===== src/rtl/ipx_pkg.sv =====
package ipx_pkg;

   // Offset source chosen by the descriptor byte
   typedef enum logic [3:0] {
      IPX_CONST     = 4'd0,
      IPX_AUTO      = 4'd1,
      IPX_OFS8      = 4'd2,
      IPX_OFS16     = 4'd3,
      IPX_OFS16_IND = 4'd4,
      IPX_ACC_A     = 4'd5,
      IPX_ACC_B     = 4'd6,
      IPX_ACC_D     = 4'd7,
      IPX_ACC_D_IND = 4'd8
   } ipx_mode_e;

   // Base register code: fixed order, the caller decodes wb_sel with it
   typedef enum logic [1:0] {
      IPX_RX  = 2'd0,
      IPX_RY  = 2'd1,
      IPX_RSP = 2'd2,
      IPX_RPC = 2'd3
   } ipx_reg_e;

   typedef struct packed {
      ipx_mode_e  mode;
      ipx_reg_e   base;
      logic [1:0] n_ext;     // extension bytes to fetch
      logic       indirect;  // word read after the sum
      logic       post;      // auto-modify: address is unmodified base
      logic       heavy;     // needs extension bytes or indirection
      logic       slow;      // costs one extra cycle
   } ipx_dec_t;

   typedef enum logic [1:0] {
      IPX_S_IDLE = 2'd0,
      IPX_S_EXT  = 2'd1,
      IPX_S_READ = 2'd2,
      IPX_S_FIN  = 2'd3
   } ipx_state_e;

endpackage


===== src/rtl/ipx_decode.sv =====
module ipx_decode
   import ipx_pkg::*;
(
   input  logic [7:0] pb,
   output ipx_dec_t   dec
);

   logic grp_hi;
   assign grp_hi = (pb[7:6] == 2'b11);

   always_comb begin
      dec          = '0;
      dec.mode     = IPX_CONST;
      dec.base     = ipx_reg_e'(pb[7:6]);
      if (!pb[5]) begin
         // constant offset, base from bits 7:6
         dec.mode = IPX_CONST;
      end else if (!grp_hi) begin
         // auto-modify, bit 4 picks post
         dec.mode = IPX_AUTO;
         dec.post = pb[4];
      end else begin
         dec.base = ipx_reg_e'(pb[4:3]);
         unique case (pb[2:0])
            3'b000, 3'b001: begin
               dec.mode  = IPX_OFS8;
               dec.n_ext = 2'd1;
            end
            3'b010: begin
               dec.mode  = IPX_OFS16;
               dec.n_ext = 2'd2;
               dec.slow  = 1'b1;
            end
            3'b011: begin
               dec.mode     = IPX_OFS16_IND;
               dec.n_ext    = 2'd2;
               dec.indirect = 1'b1;
               dec.slow     = 1'b1;
            end
            3'b100: dec.mode = IPX_ACC_A;
            3'b101: dec.mode = IPX_ACC_B;
            3'b110: dec.mode = IPX_ACC_D;
            default: begin
               dec.mode     = IPX_ACC_D_IND;
               dec.indirect = 1'b1;
               dec.slow     = 1'b1;
            end
         endcase
      end
      // forms that a restricted instruction may not use
      dec.heavy = (dec.n_ext != 2'd0) || dec.indirect;
   end

endmodule


===== src/rtl/ipx_offset.sv =====
module ipx_offset
   import ipx_pkg::*;
#(
   parameter int AW = 16
) (
   input  ipx_mode_e        mode,
   input  logic [4:0]       pb_lo,
   input  logic [15:0]      ext,
   input  logic [7:0]       acc_a,
   input  logic [7:0]       acc_b,
   input  logic [AW-1:0]    base,
   output logic [AW-1:0]    sum
);

   localparam int HI_W = AW - 16;

   logic [AW-1:0] ext16_sx;
   logic [AW-1:0] off;

   // Width variant of the 16-bit offset sign extension
   generate
      if (AW > 16) begin : g_wide
         assign ext16_sx = {{HI_W{ext[15]}}, ext};
      end else begin : g_narrow
         assign ext16_sx = ext;
      end
   endgenerate

   always_comb begin
      unique case (mode)
         IPX_CONST:  off = AW'($signed(pb_lo));
         IPX_AUTO:   off = pb_lo[3] ? AW'($signed(pb_lo[3:0]))      // -8..-1
                                    : AW'(pb_lo[3:0]) + AW'(1);     // +1..+8
         IPX_OFS8:   off = AW'($signed({pb_lo[0], ext[7:0]}));
         IPX_OFS16, IPX_OFS16_IND: off = ext16_sx;
         IPX_ACC_A:  off = AW'(acc_a);
         IPX_ACC_B:  off = AW'(acc_b);
         default:    off = AW'({acc_a, acc_b});
      endcase
   end

   // plain modular add
   assign sum = base + off;

endmodule


===== src/rtl/ipx_addr_gen.sv =====
module ipx_addr_gen
   import ipx_pkg::*;
#(
   parameter int AW = 16,
   parameter int XW = 2
) (
   input  logic          clk,
   input  logic          rst_n,
   input  logic          start,
   input  logic          restricted,
   input  logic [7:0]    postbyte,
   input  logic [AW-1:0] reg_x,
   input  logic [AW-1:0] reg_y,
   input  logic [AW-1:0] reg_sp,
   input  logic [AW-1:0] reg_pc,
   input  logic [7:0]    acc_a,
   input  logic [7:0]    acc_b,
   output logic          fetch_req,
   input  logic          fetch_ack,
   input  logic [7:0]    fetch_data,
   output logic          rd_req,
   output logic [AW-1:0] rd_addr,
   input  logic          rd_ack,
   input  logic [AW-1:0] rd_data,
   output logic          done,
   output logic          invalid,
   output logic [AW-1:0] ea,
   output logic [XW-1:0] extra,
   output logic          wb_en,
   output logic [1:0]    wb_sel,
   output logic [AW-1:0] wb_val
);

   initial begin
      assert (AW >= 16) else $error("ipx_addr_gen: AW below 16");
      assert (XW >= 1)  else $error("ipx_addr_gen: XW below 1");
   end

   ipx_state_e    state_q;
   logic [7:0]    pb_q;
   logic          inv_q;
   logic [AW-1:0] base_q;
   logic [7:0]    a_q, b_q;
   logic [15:0]   ext_q;
   logic [1:0]    cnt_q;
   logic [AW-1:0] word_q;

   logic [7:0]    pb_cur;
   ipx_dec_t      dec;
   logic [AW-1:0] base_in;
   logic [AW-1:0] sum;
   logic          idle;

   assign idle   = (state_q == IPX_S_IDLE);
   assign pb_cur = idle ? postbyte : pb_q;

   ipx_decode u_dec (
      .pb  (pb_cur),
      .dec (dec)
   );

   // base code order X, Y, SP, PC
   always_comb begin
      unique case (dec.base)
         IPX_RX:  base_in = reg_x;
         IPX_RY:  base_in = reg_y;
         IPX_RSP: base_in = reg_sp;
         default: base_in = reg_pc;
      endcase
   end

   ipx_offset #(.AW(AW)) u_ofs (
      .mode  (dec.mode),
      .pb_lo (pb_q[4:0]),
      .ext   (ext_q),
      .acc_a (a_q),
      .acc_b (b_q),
      .base  (base_q),
      .sum   (sum)
   );

   // everything captured in the start cycle
   always_ff @(posedge clk or negedge rst_n) begin
      if (!rst_n) begin
         state_q <= IPX_S_IDLE;
         pb_q    <= '0;
         inv_q   <= 1'b0;
         base_q  <= '0;
         a_q     <= '0;
         b_q     <= '0;
         ext_q   <= '0;
         cnt_q   <= '0;
         word_q  <= '0;
      end else begin
         unique case (state_q)
            IPX_S_IDLE: if (start) begin
               pb_q   <= postbyte;
               base_q <= base_in;
               a_q    <= acc_a;
               b_q    <= acc_b;
               ext_q  <= '0;
               word_q <= '0;
               cnt_q  <= dec.n_ext;
               inv_q  <= restricted && dec.heavy;
               if (restricted && dec.heavy)   state_q <= IPX_S_FIN;
               else if (dec.n_ext != 2'd0)    state_q <= IPX_S_EXT;
               else if (dec.indirect)         state_q <= IPX_S_READ;
               else                           state_q <= IPX_S_FIN;
            end
            IPX_S_EXT: if (fetch_ack) begin
               ext_q <= {ext_q[7:0], fetch_data};  // high byte first
               cnt_q <= 2'(cnt_q - 2'd1);
               if (cnt_q == 2'd1)
                  state_q <= dec.indirect ? IPX_S_READ : IPX_S_FIN;
            end
            IPX_S_READ: if (rd_ack) begin
               word_q  <= rd_data;
               state_q <= IPX_S_FIN;
            end
            default: state_q <= IPX_S_IDLE;
         endcase
      end
   end

   logic ok;
   assign ok = done && !inv_q;

   assign fetch_req = (state_q == IPX_S_EXT);
   assign rd_req    = (state_q == IPX_S_READ);
   assign rd_addr   = sum;
   assign done      = (state_q == IPX_S_FIN);
   assign invalid   = done && inv_q;
   assign extra     = (ok && dec.slow) ? XW'(1) : '0;
   assign wb_en     = ok && (dec.mode == IPX_AUTO);
   assign wb_sel    = dec.base;
   assign wb_val    = sum;

   always_comb begin
      if (!ok)                                     ea = '0;
      else if (dec.indirect)                       ea = word_q;
      else if (dec.mode == IPX_AUTO && dec.post)   ea = base_q;
      else                                         ea = sum;
   end

   // ---------------- assertions ----------------
   AST_DONE_PULSE: assert property (@(posedge clk) disable iff (!rst_n)
      done |=> !done);
   AST_WB_WITH_DONE: assert property (@(posedge clk) disable iff (!rst_n)
      wb_en |-> (done && !invalid));
   AST_INVALID_QUIET: assert property (@(posedge clk) disable iff (!rst_n)
      invalid |-> (!wb_en && extra == '0 && ea == '0));
   AST_RD_HOLD: assert property (@(posedge clk) disable iff (!rst_n)
      (rd_req && !rd_ack) |=> (rd_req && $stable(rd_addr)));
   AST_ONE_PORT: assert property (@(posedge clk) disable iff (!rst_n)
      !(fetch_req && rd_req));
   AST_RESTRICT_NO_BUS: assert property (@(posedge clk) disable iff (!rst_n)
      (idle && start && restricted && dec.heavy) |=> (done && !fetch_req && !rd_req));

endmodule


===== config.mk =====
export PLATFORM = sky130hd
export DESIGN_NAME = ipx_addr_gen
export DESIGN_NICKNAME = d
export VERILOG_FILES = /design/src/rtl/ipx_pkg.sv /design/src/rtl/ipx_decode.sv /design/src/rtl/ipx_offset.sv /design/src/rtl/ipx_addr_gen.sv
export SDC_FILE = /design/constraint.sdc
export NUM_CORES = 1
export LEC_CHECK = 0
export ABC_AREA = 1
export BUFFER_PORTS_ARGS = -buffer_cell sky130_fd_sc_hd__buf_2
export CORE_UTILIZATION = 52
export CTS_CLUSTER_DIAMETER = 100
export CTS_CLUSTER_SIZE = 28
export DETAILED_ROUTE_END_ITERATION = 10
export PLACE_DENSITY = 0.89
export REMOVE_ABC_BUFFERS = 1
export SLEW_MARGIN = 10
export SYNTH_ARGS = -nofsm -noshare
export SYNTH_HDL_FRONTEND = slang
export SYNTH_SLANG_ARGS = --single-unit

===== constraint.sdc =====
create_clock -name clk -period 5.39 [get_ports clk]
set_input_delay 0.8085 -clock clk [delete_from_list [all_inputs] [get_ports clk]]
set_output_delay 0.8085 -clock clk [all_outputs]
set_load 0.005 [all_outputs]

==> impl_metrics.toml <==
[status]
outcome = "finished clean"

[worst_hold_path]
hp-class = "in -> async"

[power]
powerDensity_nw_per_um2 = 846
power.leakage_uw = 0.00346
vdd_drop_max_mv = 0.412

[timing]
layout_min_cycle_time_ps = 5180
max_clock_freq_ghz = 0.193
period_share_pct = 96.2
fin_skew_ps = 7.71
maxSlewHeadroom_pct = 26.8
worstMarginPinSlew_ps = 1090
slew_violations = 0
hold_violations = 0
setup_viol = 0

[synth]
synth_fa_ha_area_share_pct = 5.41
synth-edff-count = 0
synth_area_leaders = "dfrtp_1, nand2_1, o21ai_0, inv_1, nand3_1"
ys_seq_elements = 77
yosysWarnings = 0
async_flop_share_pct = 100
synth_compound_area_share_pct = 21.4
ys.flop_type = "dfrtp_1"
synth_top_area_cell = "dfrtp_1"
syn_inst = 760
synth_cell_type_count = 48
yosysSeqAreaShare_pct = 35.3
muxShareOfSynthArea_pct = 0
synthSimpleGateAreaFrac_pct = 23.7
synth_top_area_share_pct = 35.3
synth_top_family_by_area = "simple AND/OR/NAND/NOR gates"
synth-xor-area-share_pct = 1.92
syn_area_um2 = 5460
avgSynthCellArea_um2 = 7.19

[worst_setup_path]
crit_path_end_kind = "output pin"
cp-startpoint = "state_q[0]"
rrSetupSlack_ps = 2170
rr_startpoint = "state_q[0]"
required_ps = 4580
worstPathArrival_ps = 4380
startpoint_type = "flop"
rr_endpoint = "base_q[4]"
reg2regPathDepth = 15
cp_max_fo = 13
crit_path_end = "ea[10]"
crit_type = "reg -> out"

[cells_and_area]
syn_to_final_growth_pct = 22.6
mostFrequentLayoutCells = "nand2_1, buf_2, inv_1, o21ai_0, dfrtp_1"
final_nets = 1057
final_cells = 1057
finish.instance_area_um2 = 6700
drive_above_1_share_pct = 28.7
diodes = 0
final_common_cell = "nand2_1"

[floorplanning]
initial_utilization_pct = 53.4
dieArea_um2 = 10900
die_w_um = 104
die_h_um = 104
core_area_um2 = 10200
boundaryPins = 175
rows = 37

[global_routing]
grtUsageTotal_pct = 29.2
grt_pass1_vias = 5294
antenna_found_initial = 0
grt_pass1_wl_um = 25400
grt-ovfl-total = 0
grt_start_max_net_pins = 64

[clock_tree]
clock_sinks = 77
cts_root_buf = "clkbuf_8"
cts.clk_slew.worst_paths_ps = 80
cts_buffers = 9
cts_tree = "done"
cts_buffer_depth = 2
clock_latency_ps = 350
cts_max_level = 3

[place]
place_hpwl_um = 12200
place_inst = 1028
numPortBuffers = 173
place.gp.congestion = 0.919
placed_area_um2 = 6290

[route]
drc = 0
routedWlPerCell_um = 15.3
vias = 5836
drtPass1Iterations = 7
viasPerCell = 5.52
wirelength_um = 16200
ant_nets = 0
drt-initial-drc-count = 470

[job]
maxCapViolCount = 0
==> state kept, by name, summed over array words and instances, names as in the netlist <==
signal	cells
base_q	16
inv_q	1
cnt_q	2
pb_q	8
state_q	2
a_q	8
b_q	8
word_q	16
ext_q	16
==> layout make-up <==
type / instances / area, µm²
clock buffer: 9 / 124
clock inverter: 7 / 66.3
fill: 907 / 3530
inverter: 105 / 399
multi-input combinational: 530 / 2970
sequential: 77 / 1930
tap: 136 / 170
timing repair buffer: 193 / 1040
==> critical path, stage by stage, from the launching register on <==
cell	delay, ps
dfrtp_1	400
inv_2	80
ha_4	190
buf_12	150
inv_6	80
nand2_1	60
nand2_2	100
nand2_4	80
nor2_8	190
nand3_2	120
nor2_4	180
nor2_4	70
a21oi_2	150
inv_2	80
a211o_1	260
ha_2	180
inv_1	70
fa_2	200
nand3b_1	120
nand2_2	90
a21oi_4	240
o21ai_4	90
a21boi_2	210
buf_4	150
xnor2_2	120
nand2_1	80
a31oi_1	150
buf_2	140
==> stage by stage <==
step	worst slack [ps]	hold slack (ps)	TNS (ps)	total power [µW]	utilization (%)
2_1_floorplan	447	449	0	3380	-
3_3_place_gp	195	475	0	4800	61.5
3_5_place_dp	28.1	469	0	4870	61.5
4_1_cts	5.55	357	0	5340	63.6
5_1_grt	-76.2	365	-284	6150	65.5
6_report	206	354	0	5670	65.5
==> metal layers <==
layer,vias up,share of wire [%],wire (µm),GRT usage [%]
li1,2814,-,-,-
met1,2701,44,7170,40.6
met2,283,46,7430,46.6
met3,38,7.2,1170,4.07
met4,0,2.6,420,9.59
met5,-,0,0,0
==> synth_stat cells, types with 2 or more instances <==
library cell / number
nand2_1: 183
inv_1: 99
o21ai_0: 95
dfrtp_1: 77
nand3_1: 59
a21oi_1: 28
nor2_1: 23
clkbuf_1: 22
ha_1: 22
o22ai_1: 18
buf_4: 17
a31oi_1: 16
o21ai_1: 14
o211ai_1: 7
xor2_1: 7
o2111ai_1: 6
inv_2: 5
nand2_2: 5
xnor2_1: 5
a221oi_1: 4
buf_2: 4
and2_1: 3
buf_6: 3
nand2_4: 3
nor2_4: 3
or2_2: 3
a21oi_2: 2
buf_1: 2
nand3_2: 2
nand4_1: 2
nor2_2: 2
nor3_1: 2
o21ai_4: 2
==> power breakdown <==
part / switching [µW] / internal, µW / leakage, µW
registers: 175 / 830 / 0.000997
clock network: 218 / 211 / 0.0000987
logic: 2590 / 1640 / 0.00237
total: 2980 / 2680 / 0.00346
==> repair_timing <==
item,CTS,global route
hold buffers,0,0
pin swaps,2,10
endpoints found under the setup margin,12,24
gates resized for setup,5,27
buffers inserted,2,11
==> worst min path at each step <==
stage | from | to | slack [ps] | cells after the start
final | rst_n | pb_q[5] | 350 | 1
after global routing | rst_n | pb_q[5] | 360 | 1
after CTS | rst_n | pb_q[5] | 360 | 1
after detailed placement | b_q[0] | b_q[0] | 470 | 2
after global placement | pb_q[7] | pb_q[7] | 470 | 2
after floorplan | b_q[2] | b_q[2] | 450 | 2
==> cell families (layout without fill, tap and decap cells) <==
kind of cell,Yosys count,in the layout
compound gates,201,201
xor+xnor,12,12
fa+ha+maj,23,23
buf+inv,153,314
flops,77,77
other cells,1,1
simple gates,293,293
(Power assumes the default switching activity.)
